[config.mk]
export PLATFORM = sky130hd
export DESIGN_NAME = intr_steer
export DESIGN_NICKNAME = d
export VERILOG_FILES = /design/src/rtl/intr_steer_pkg.sv /design/src/rtl/intr_sync.sv /design/src/rtl/intr_regs.sv /design/src/rtl/intr_route.sv /design/src/rtl/intr_rdmux.sv /design/src/rtl/intr_steer.sv
export SDC_FILE = /design/constraint.sdc
export NUM_CORES = 1
export LEC_CHECK = 0
export ABC_AREA = 1
export BUFFER_PORTS_ARGS = -buffer_cell sky130_fd_sc_hd__buf_2
export CAP_MARGIN = 25
export CORE_ASPECT_RATIO = 1.25
export CORE_MARGIN = 10
export CORE_UTILIZATION = 40
export DETAILED_ROUTE_END_ITERATION = 7
export PLACE_DENSITY = 0.71
export SLEW_MARGIN = 20
export SYNTH_ARGS = -nofsm -noshare
export SYNTH_HDL_FRONTEND = slang
export SYNTH_SLANG_ARGS = --single-unit
export TNS_END_PERCENT = 30
[constraint.sdc]
create_clock -name clk -period 1.3 [get_ports clk]
set_input_delay 0.195 -clock clk [delete_from_list [all_inputs] [get_ports clk]]
set_output_delay 0.195 -clock clk [all_outputs]
set_load 0.05 [all_outputs]
[src/rtl/intr_steer_pkg.sv]
package intr_steer_pkg;

    localparam int OFS_IRQ_STAT = 0;
    localparam int OFS_FIQ_STAT = 1;
    localparam int OFS_RAW      = 2;
    localparam int OFS_FAST_SEL = 3;
    localparam int OFS_EN_SET   = 4;
    localparam int OFS_EN_CLR   = 5;
    localparam int OFS_SW_SET   = 6;
    localparam int OFS_SW_CLR   = 7;
    localparam int OFS_GUARD    = 8;

    typedef enum logic [2:0] {
        ACC_NONE,
        ACC_FAST_SEL,
        ACC_EN_SET,
        ACC_EN_CLR,
        ACC_SW_SET,
        ACC_SW_CLR,
        ACC_GUARD
    } wr_kind_e;

endpackage

[src/rtl/intr_sync.sv]
module intr_sync #(
    parameter int N_SRC = 32
) (
    input  logic             clk,
    input  logic             rst_n,
    input  logic [N_SRC-1:0] d,
    output logic [N_SRC-1:0] q
);

    always_ff @(posedge clk or negedge rst_n) begin
        if (!rst_n) begin
            q <= '0;
        end else begin
            q <= d;
        end
    end

endmodule

[src/rtl/intr_regs.sv]
module intr_regs
    import intr_steer_pkg::*;
#(
    parameter int N_SRC  = 32,
    parameter int ADDR_W = 4
) (
    input  logic              clk,
    input  logic              rst_n,
    input  logic              bus_wr,
    input  logic [ADDR_W-1:0] bus_addr,
    input  logic [N_SRC-1:0]  bus_wdata,
    output logic [N_SRC-1:0]  en_q,
    output logic [N_SRC-1:0]  sw_q,
    output logic [N_SRC-1:0]  sel_q,
    output logic              guard_q
);

    wr_kind_e kind;

    always_comb begin
        kind = ACC_NONE;
        if (bus_wr) begin
            unique case (bus_addr)
                ADDR_W'(OFS_FAST_SEL): kind = ACC_FAST_SEL;
                ADDR_W'(OFS_EN_SET):   kind = ACC_EN_SET;
                ADDR_W'(OFS_EN_CLR):   kind = ACC_EN_CLR;
                ADDR_W'(OFS_SW_SET):   kind = ACC_SW_SET;
                ADDR_W'(OFS_SW_CLR):   kind = ACC_SW_CLR;
                ADDR_W'(OFS_GUARD):    kind = ACC_GUARD;
                default:               kind = ACC_NONE;
            endcase
        end
    end

    always_ff @(posedge clk or negedge rst_n) begin
        if (!rst_n) begin
            en_q    <= '0;
            sw_q    <= '0;
            sel_q   <= '0;
            guard_q <= 1'b0;
        end else begin
            unique case (kind)
                ACC_FAST_SEL: sel_q   <= bus_wdata;
                ACC_EN_SET:   en_q    <= en_q | bus_wdata;
                ACC_EN_CLR:   en_q    <= en_q & ~bus_wdata;
                ACC_SW_SET:   sw_q    <= sw_q | bus_wdata;
                ACC_SW_CLR:   sw_q    <= sw_q & ~bus_wdata;
                ACC_GUARD:    guard_q <= bus_wdata[0];
                default:      ;
            endcase
        end
    end

endmodule

[src/rtl/intr_route.sv]
module intr_route #(
    parameter int N_SRC = 32
) (
    input  logic             clk,
    input  logic             rst_n,
    input  logic [N_SRC-1:0] hw_q,
    input  logic [N_SRC-1:0] en_q,
    input  logic [N_SRC-1:0] sw_q,
    input  logic [N_SRC-1:0] sel_q,
    input  logic [N_SRC-1:0] prio_mask,
    output logic [N_SRC-1:0] raw,
    output logic [N_SRC-1:0] irq_stat,
    output logic [N_SRC-1:0] fiq_stat,
    output logic             irq_out,
    output logic             fiq_out
);

    logic [N_SRC-1:0] irq_hit;

    for (genvar i = 0; i < N_SRC; i++) begin : g_src
        assign raw[i]      = hw_q[i] | sw_q[i];
        assign irq_stat[i] = raw[i] & en_q[i] & ~sel_q[i];
        assign fiq_stat[i] = raw[i] & sel_q[i];
        assign irq_hit[i]  = irq_stat[i] & prio_mask[i];
    end

    always_ff @(posedge clk or negedge rst_n) begin
        if (!rst_n) begin
            irq_out <= 1'b0;
            fiq_out <= 1'b0;
        end else begin
            irq_out <= |irq_hit;
            fiq_out <= |fiq_stat;
        end
    end

endmodule

[src/rtl/intr_rdmux.sv]
module intr_rdmux
    import intr_steer_pkg::*;
#(
    parameter int N_SRC  = 32,
    parameter int ADDR_W = 4
) (
    input  logic [ADDR_W-1:0] bus_addr,
    input  logic [N_SRC-1:0]  irq_stat,
    input  logic [N_SRC-1:0]  fiq_stat,
    input  logic [N_SRC-1:0]  raw,
    input  logic [N_SRC-1:0]  sel_q,
    input  logic [N_SRC-1:0]  en_q,
    input  logic [N_SRC-1:0]  sw_q,
    input  logic              guard_q,
    output logic [N_SRC-1:0]  bus_rdata
);

    always_comb begin
        unique case (bus_addr)
            ADDR_W'(OFS_IRQ_STAT): bus_rdata = irq_stat;
            ADDR_W'(OFS_FIQ_STAT): bus_rdata = fiq_stat;
            ADDR_W'(OFS_RAW):      bus_rdata = raw;
            ADDR_W'(OFS_FAST_SEL): bus_rdata = sel_q;
            ADDR_W'(OFS_EN_SET):   bus_rdata = en_q;
            ADDR_W'(OFS_SW_SET):   bus_rdata = sw_q;
            ADDR_W'(OFS_GUARD):    bus_rdata = {{(N_SRC-1){1'b0}}, guard_q};
            default:               bus_rdata = '0;
        endcase
    end

endmodule

[src/rtl/intr_steer.sv]
module intr_steer #(
    parameter int N_SRC  = 32,
    parameter int ADDR_W = 4
) (
    input  logic              clk,
    input  logic              rst_n,
    input  logic [N_SRC-1:0]  hw_req,
    input  logic [N_SRC-1:0]  prio_mask,
    input  logic              bus_wr,
    input  logic [ADDR_W-1:0] bus_addr,
    input  logic [N_SRC-1:0]  bus_wdata,
    output logic [N_SRC-1:0]  bus_rdata,
    output logic              irq_out,
    output logic              fiq_out
);

    logic [N_SRC-1:0] hw_q;
    logic [N_SRC-1:0] en_q;
    logic [N_SRC-1:0] sw_q;
    logic [N_SRC-1:0] sel_q;
    logic             guard_q;
    logic [N_SRC-1:0] raw;
    logic [N_SRC-1:0] irq_stat;
    logic [N_SRC-1:0] fiq_stat;

    intr_sync #(.N_SRC(N_SRC)) u_sync (
        .clk   (clk),
        .rst_n (rst_n),
        .d     (hw_req),
        .q     (hw_q)
    );

    intr_regs #(.N_SRC(N_SRC), .ADDR_W(ADDR_W)) u_regs (
        .clk       (clk),
        .rst_n     (rst_n),
        .bus_wr    (bus_wr),
        .bus_addr  (bus_addr),
        .bus_wdata (bus_wdata),
        .en_q      (en_q),
        .sw_q      (sw_q),
        .sel_q     (sel_q),
        .guard_q   (guard_q)
    );

    intr_route #(.N_SRC(N_SRC)) u_route (
        .clk       (clk),
        .rst_n     (rst_n),
        .hw_q      (hw_q),
        .en_q      (en_q),
        .sw_q      (sw_q),
        .sel_q     (sel_q),
        .prio_mask (prio_mask),
        .raw       (raw),
        .irq_stat  (irq_stat),
        .fiq_stat  (fiq_stat),
        .irq_out   (irq_out),
        .fiq_out   (fiq_out)
    );

    intr_rdmux #(.N_SRC(N_SRC), .ADDR_W(ADDR_W)) u_rdmux (
        .bus_addr  (bus_addr),
        .irq_stat  (irq_stat),
        .fiq_stat  (fiq_stat),
        .raw       (raw),
        .sel_q     (sel_q),
        .en_q      (en_q),
        .sw_q      (sw_q),
        .guard_q   (guard_q),
        .bus_rdata (bus_rdata)
    );

endmodule

Yosys cells after proc, flatten, opt, wreduce, memory -nomap -nowiden
Cells that the tools add are included.
Storage, ports and cells
  register bits: 131
  bits of input ports: 103
  output and inout port bits: 34
  word-level logic and storage cells: 228
Cells by class
  eq/ne operators: 14
  multiplexer cells: 5
  bitwise logic cells: 197
  reduce and logical (&&, ||, !) cells: 5
Operator list (count)
  one-hot mux 32 bit (7 select lines): 1
  bitwise AND 1 bit: 128
  one-hot mux 32 bit (2 select lines): 2
  bitwise AND 32 bit: 2
  OR 32 bit: 2
  OR reduction 32 bit: 2
  inverter 1 bit: 32
  inverter 32 bit: 1
  OR 1 bit: 32
  one-hot mux 3 bit (6 select lines): 1
  == test 4 x 3 -> 1 bit, second input constant: 4
  == test 3 bit, second input constant: 3
  == test 4 x 2 -> 1 bit, second input constant: 2
  == test 3 x 2 -> 1 bit, second input constant: 2
  == test 4 x 1 -> 1 bit, second input constant: 1
  == test 4 bit, second input constant: 1
  logical NOT 4 bit: 1
  nonzero test 2 bit: 2
  == test 3 x 1 -> 1 bit, second input constant: 1
  two-way mux 3 bit: 1

Depth between registers and ports, before layout
  depth in word-level cells: 5
  depth in mapped cells: 11
  gate-level depth less buffers: 9

Hierarchy
Synthesis repeated with hierarchy kept, for this count alone.
Second synthesis, totals
  cell total of the unflattened synthesis: 1369
  area total of the unflattened synthesis: 8620.8 um2
By module, submodules not included
  intr_regs: instances 1, cells each 525, area an instance 4305.4 um2, seq. area each 2427.3 um2
  intr_rdmux: instances 1, cells each 463, area an instance 1975.6 um2, seq. area each 0.0 um2
  intr_route: instances 1, cells each 349, area an instance 1539.0 um2, seq. area each 50.0 um2
  intr_sync: instances 1, cells each 32, area an instance 800.8 um2, seq. area each 800.8 um2

Worst setup path before layout
No wires, ideal clock.
  path kind: input-to-output
  start: input bus_addr[2]
  end: output bus_rdata[29]
  data arrival time: 1578 ps
  required time: 1105 ps
  slack: -473 ps
  stages: 5
  path buffers: 2
  cells stage by stage: nor2_2 -> buf_4 -> nand2_1 -> buf_2 -> o211ai_1
On the way
  word-level cells in the longest chain between the ends: 2
  elaborated cells on any way between the ends: 8
  those cells by class: 6 x eq/ne; 1 x mux; 1 x reduce/logical
RTL lines
  start: declaration: RTL line intr_steer.sv:10  | input logic [ADDR_W-1:0] bus_addr,
  == test 4 bit, or another cell as far along: RTL line intr_rdmux.sv:19  | unique case (bus_addr)
  one-hot mux 32 bit (7 select lines) (*): RTL line intr_rdmux.sv:19
  end: declaration: RTL line intr_steer.sv:12  | output logic [N_SRC-1:0] bus_rdata,
Every way passes the cells marked *; elsewhere a longest branch is shown, timed or not.

==> results.json <==
{
  "yosys_register_bits": 131,
  "cts.path.max_buffers": 2,
  "detailedRoute.firstPassIterationCount": 8,
  "global_route.usage.met3_pct": 4.99,
  "gp_routability_congestion": 0.890,
  "routed_wire_length_per_instance_um": 18.0,
  "syn2layout_area_growth_pct": 54.2,
  "synth.net_count": 1117,
  "core_area_mm2": 0.0180,
  "synth_cell_types": 30,
  "grtUsageMet1_pct": 25.4,
  "grt_pass1_vias": 8212,
  "grt_first_pass_wirelength_mm": 42.2,
  "clock_tree.htree_level_count": 4,
  "max-slew-margin-rel_pct": 71.4,
  "drv_slew": 0,
  "netlist_area_before_placement_mm2": 0.00729,
  "worstHoldPathType": "in -> reg",
  "failed_checks": "negative setup slack",
  "worst_pin_slew_ns": 0.429,
  "timing.critical_path.fanout_max": 3,
  "hpwl_reported_at_the_end_of_detailed_placement_mm": 18.8,
  "grt_start_max_net_pins": 49,
  "vias": 8338,
  "clock_power_share_pct": 35.9,
  "fraction_of_final_layout_cells_sized_beyond_drive_strength_1_pct": 35.9,
  "setup_viol": 34,
  "floorplan.initialDensity_pct": 40.4,
  "finalClockSkew_ns": 0.00634,
  "prevailing_post_synth_register_cell": "dfrtp_1",
  "vdd_ir_drop_max_uv": 1030,
  "max_cap_violations": 0,
  "synth.area.top_cells": "dfrtp_1 (45%), nand2_1 (9.9%), inv_1 (7.9%)",
  "worst_path_arrival_time_ns": 1.53,
  "dr.first_iter.drc_count": 748,
  "power.switching_fraction_pct": 32.8,
  "yosysWarningCount": 0,
  "required_ns": 1.11,
  "clock-sinks": 131,
  "area_taken_by_multi_input_logic_gates_mm2": 0.00368,
  "grt_antenna_before_repair": 2,
  "io_buffer_count": 136,
  "finalPower_uw": 16300,
  "clkTransAtPathRegs_ns": 0.06,
  "drc_violation_count_after_routing": 0,
  "yosysSeqAreaShare_pct": 45.0,
  "postRouteAntennaNets": 0,
  "synth-async-reset-ratio_pct": 100,
  "period_minus_slack_ns": 1.73,
  "die_y_um": 171,
  "p_sw_uw": 5360,
  "cts_made_buffers": 17,
  "p_seq_share_pct": 32.7,
  "critical_path_class": "reg -> out",
  "clock_insertion_delay_worst_skew_ns": 0.43,
  "final_nets": 1420,
  "hold_violations": 0,
  "global_route.peak_usage_layer": "met2",
  "regArea_mm2": 0.00328,
  "synth.most_common_cell": "nand2_1",
  "p_leak_uw": 0.00587,
  "wirelength_mm": 28.1,
  "syn-mean-instance-area_um2": 7.19,
  "grt_setup_unrepaired": "yes",
  "power.density_mw_per_mm2": 1450,
  "clock-root-buffer": "clkbuf_16",
  "run_status": "finished with violations",
  "nFillCells": 1547,
  "viasPerCell": 5.35,
  "yosysTopAreaCell": "dfrtp_1",
  "area_enclosed_by_the_die_boundary_mm2": 0.0240,
  "placedInstanceArea_mm2": 0.00912,
  "use_met2_pct": 36.8,
  "synthCells": 1014,
  "timing.final.ws_setup_ns": -0.429,
  "share_comb_of_total_power_pct": 31.4,
  "clock_tree_from_tritoncts": "yes",
  "fmaxAchievable_ghz": 0.578,
  "die_x_um": 141,
  "yosys-top-cells-count": "nand2_1 (193), inv_1 (153), nor2_1 (142), dfrtp_1 (131), a21oi_1 (114)",
  "period_share_pct": 133,
  "floorplan.io_pins": 137,
  "fin_setup_tns_ns": -11.79,
  "internal_power_uw": 11000,
  "globalRouteOverflowTotal": 0,
  "synth-edff-count": 0,
  "row_count": 55,
  "area_share_of_the_largest_cell_type_after_synthesis_pct": 45.0,
  "groute.usage.overall_pct": 22.1,
  "critical_path_source_type": "flop",
  "fin_area_mm2": 0.0112,
  "endpoint_kind": "output pin"
}
==> per-layer routing <==
| layer | vias up | part of all wire (%) |
|---|---|---|
| met5 | - | 0 |
| met4 | 0 | 4.8 |
| met3 | 108 | 8.3 |
| met2 | 438 | 49 |
| met1 | 3870 | 38 |
| li1 | 3922 | - |
==> logic make-up after synthesis <==
kind of cell,count (synthesis),share of synthesized area [%]
buf+inv,203,11.5
simple gates,477,28.1
flops,131,45.0
compound gates,203,15.4
==> final timing paths <==
| check | start | slack (ns) | to | cells past startpoint |
|---|---|---|---|---|
| setup / recovery | flop | -0.43 | bus_rdata[24] | 8 |
| hold / removal | bus_wdata[15] | 0.002 | flop | 2 |
| setup reg to reg | flop | -0.21 | u_route.fiq_out | 10 |
| hold reg to reg | u_regs.guard_q | 0.49 | u_regs.guard_q | 2 |
| max in group asynchronous | rst_n | 0.60 | asynchronous set/reset pin | 3 |
| min in group asynchronous | rst_n | 0.17 | asynchronous set/reset pin | 2 |
==> critical path, cell delays in order (launching register included) <==
cell and delay [ns]:
dfrtp_1 0.37, inv_1 0.06, nand2_2 0.06, buf_6 0.12
nand3_2 0.05, nor2_1 0.04, a21oi_1 0.14, nand2_1 0.10
buf_6 0.16
==> layout make-up <==
cell class,instances,share of cell area [%]
diodes,1,0.0223
clock buffers,19,3.85
clock inverters,13,2.49
inverters,159,5.36
multi-input cells,680,32.8
flip-flops and latches,131,29.2
well taps,228,2.54
repair buffers,328,23.8
==> cell usage in the layout, fill, tap and decap left out, types with 20 or more instances in the layout <==
cell type	Yosys	final
buf_6	3	27
dfrtp_1	131	131
buf_2	14	102
inv_2	6	38
nand2_1	193	159
a21oi_1	114	97
dlygate4sd3_1	0	43
nor2_2	1	23
buf_4	9	131
nand4_1	20	20
nand2_2	2	29
nand3_1	104	86
inv_1	153	119
nor2_1	142	116
a31oi_1	40	37
==> power by group through the flow <==
stage                     clock network [uW]  logic [uW]  registers [uW]
final                                   5860        5130            5350
after global routing                    6090        5570            5420
after CTS                               5910        4690            5270
after detailed placement                   0        4080            5310
after global placement                     0        4000            5270
after floorplan                            0        2410            5260
==> metrics by stage <==
| stage | setup WS, ns | utilization, % | hold slack, ns | cells |
|---|---|---|---|---|
| floorplan | -0.351 | - | -0.101 | 1014 |
| global placement | -0.402 | 50.6 | 0.0439 | 1452 |
| detailed placement | -0.453 | 50.6 | 0.0506 | 1452 |
| CTS | -0.426 | 60.2 | 0.000340 | 1546 |
| global route | -0.525 | 62.3 | 0.0123 | 1558 |
| finish | -0.429 | 62.3 | 0.00225 | 1559 |
==> timing repair <==
item / 4_1_cts / 5_1_grt
hold endpoints to repair: 173 / 0
pin swaps: 57 / 59
cloned: 0 / 1
setup buffers: 19 / 15
setup endpoints to repair: 36 / 67
hold buffers: 43 / 0
resized for setup: 144 / 94
Note: power is estimated with default switching activity, not from simulation.
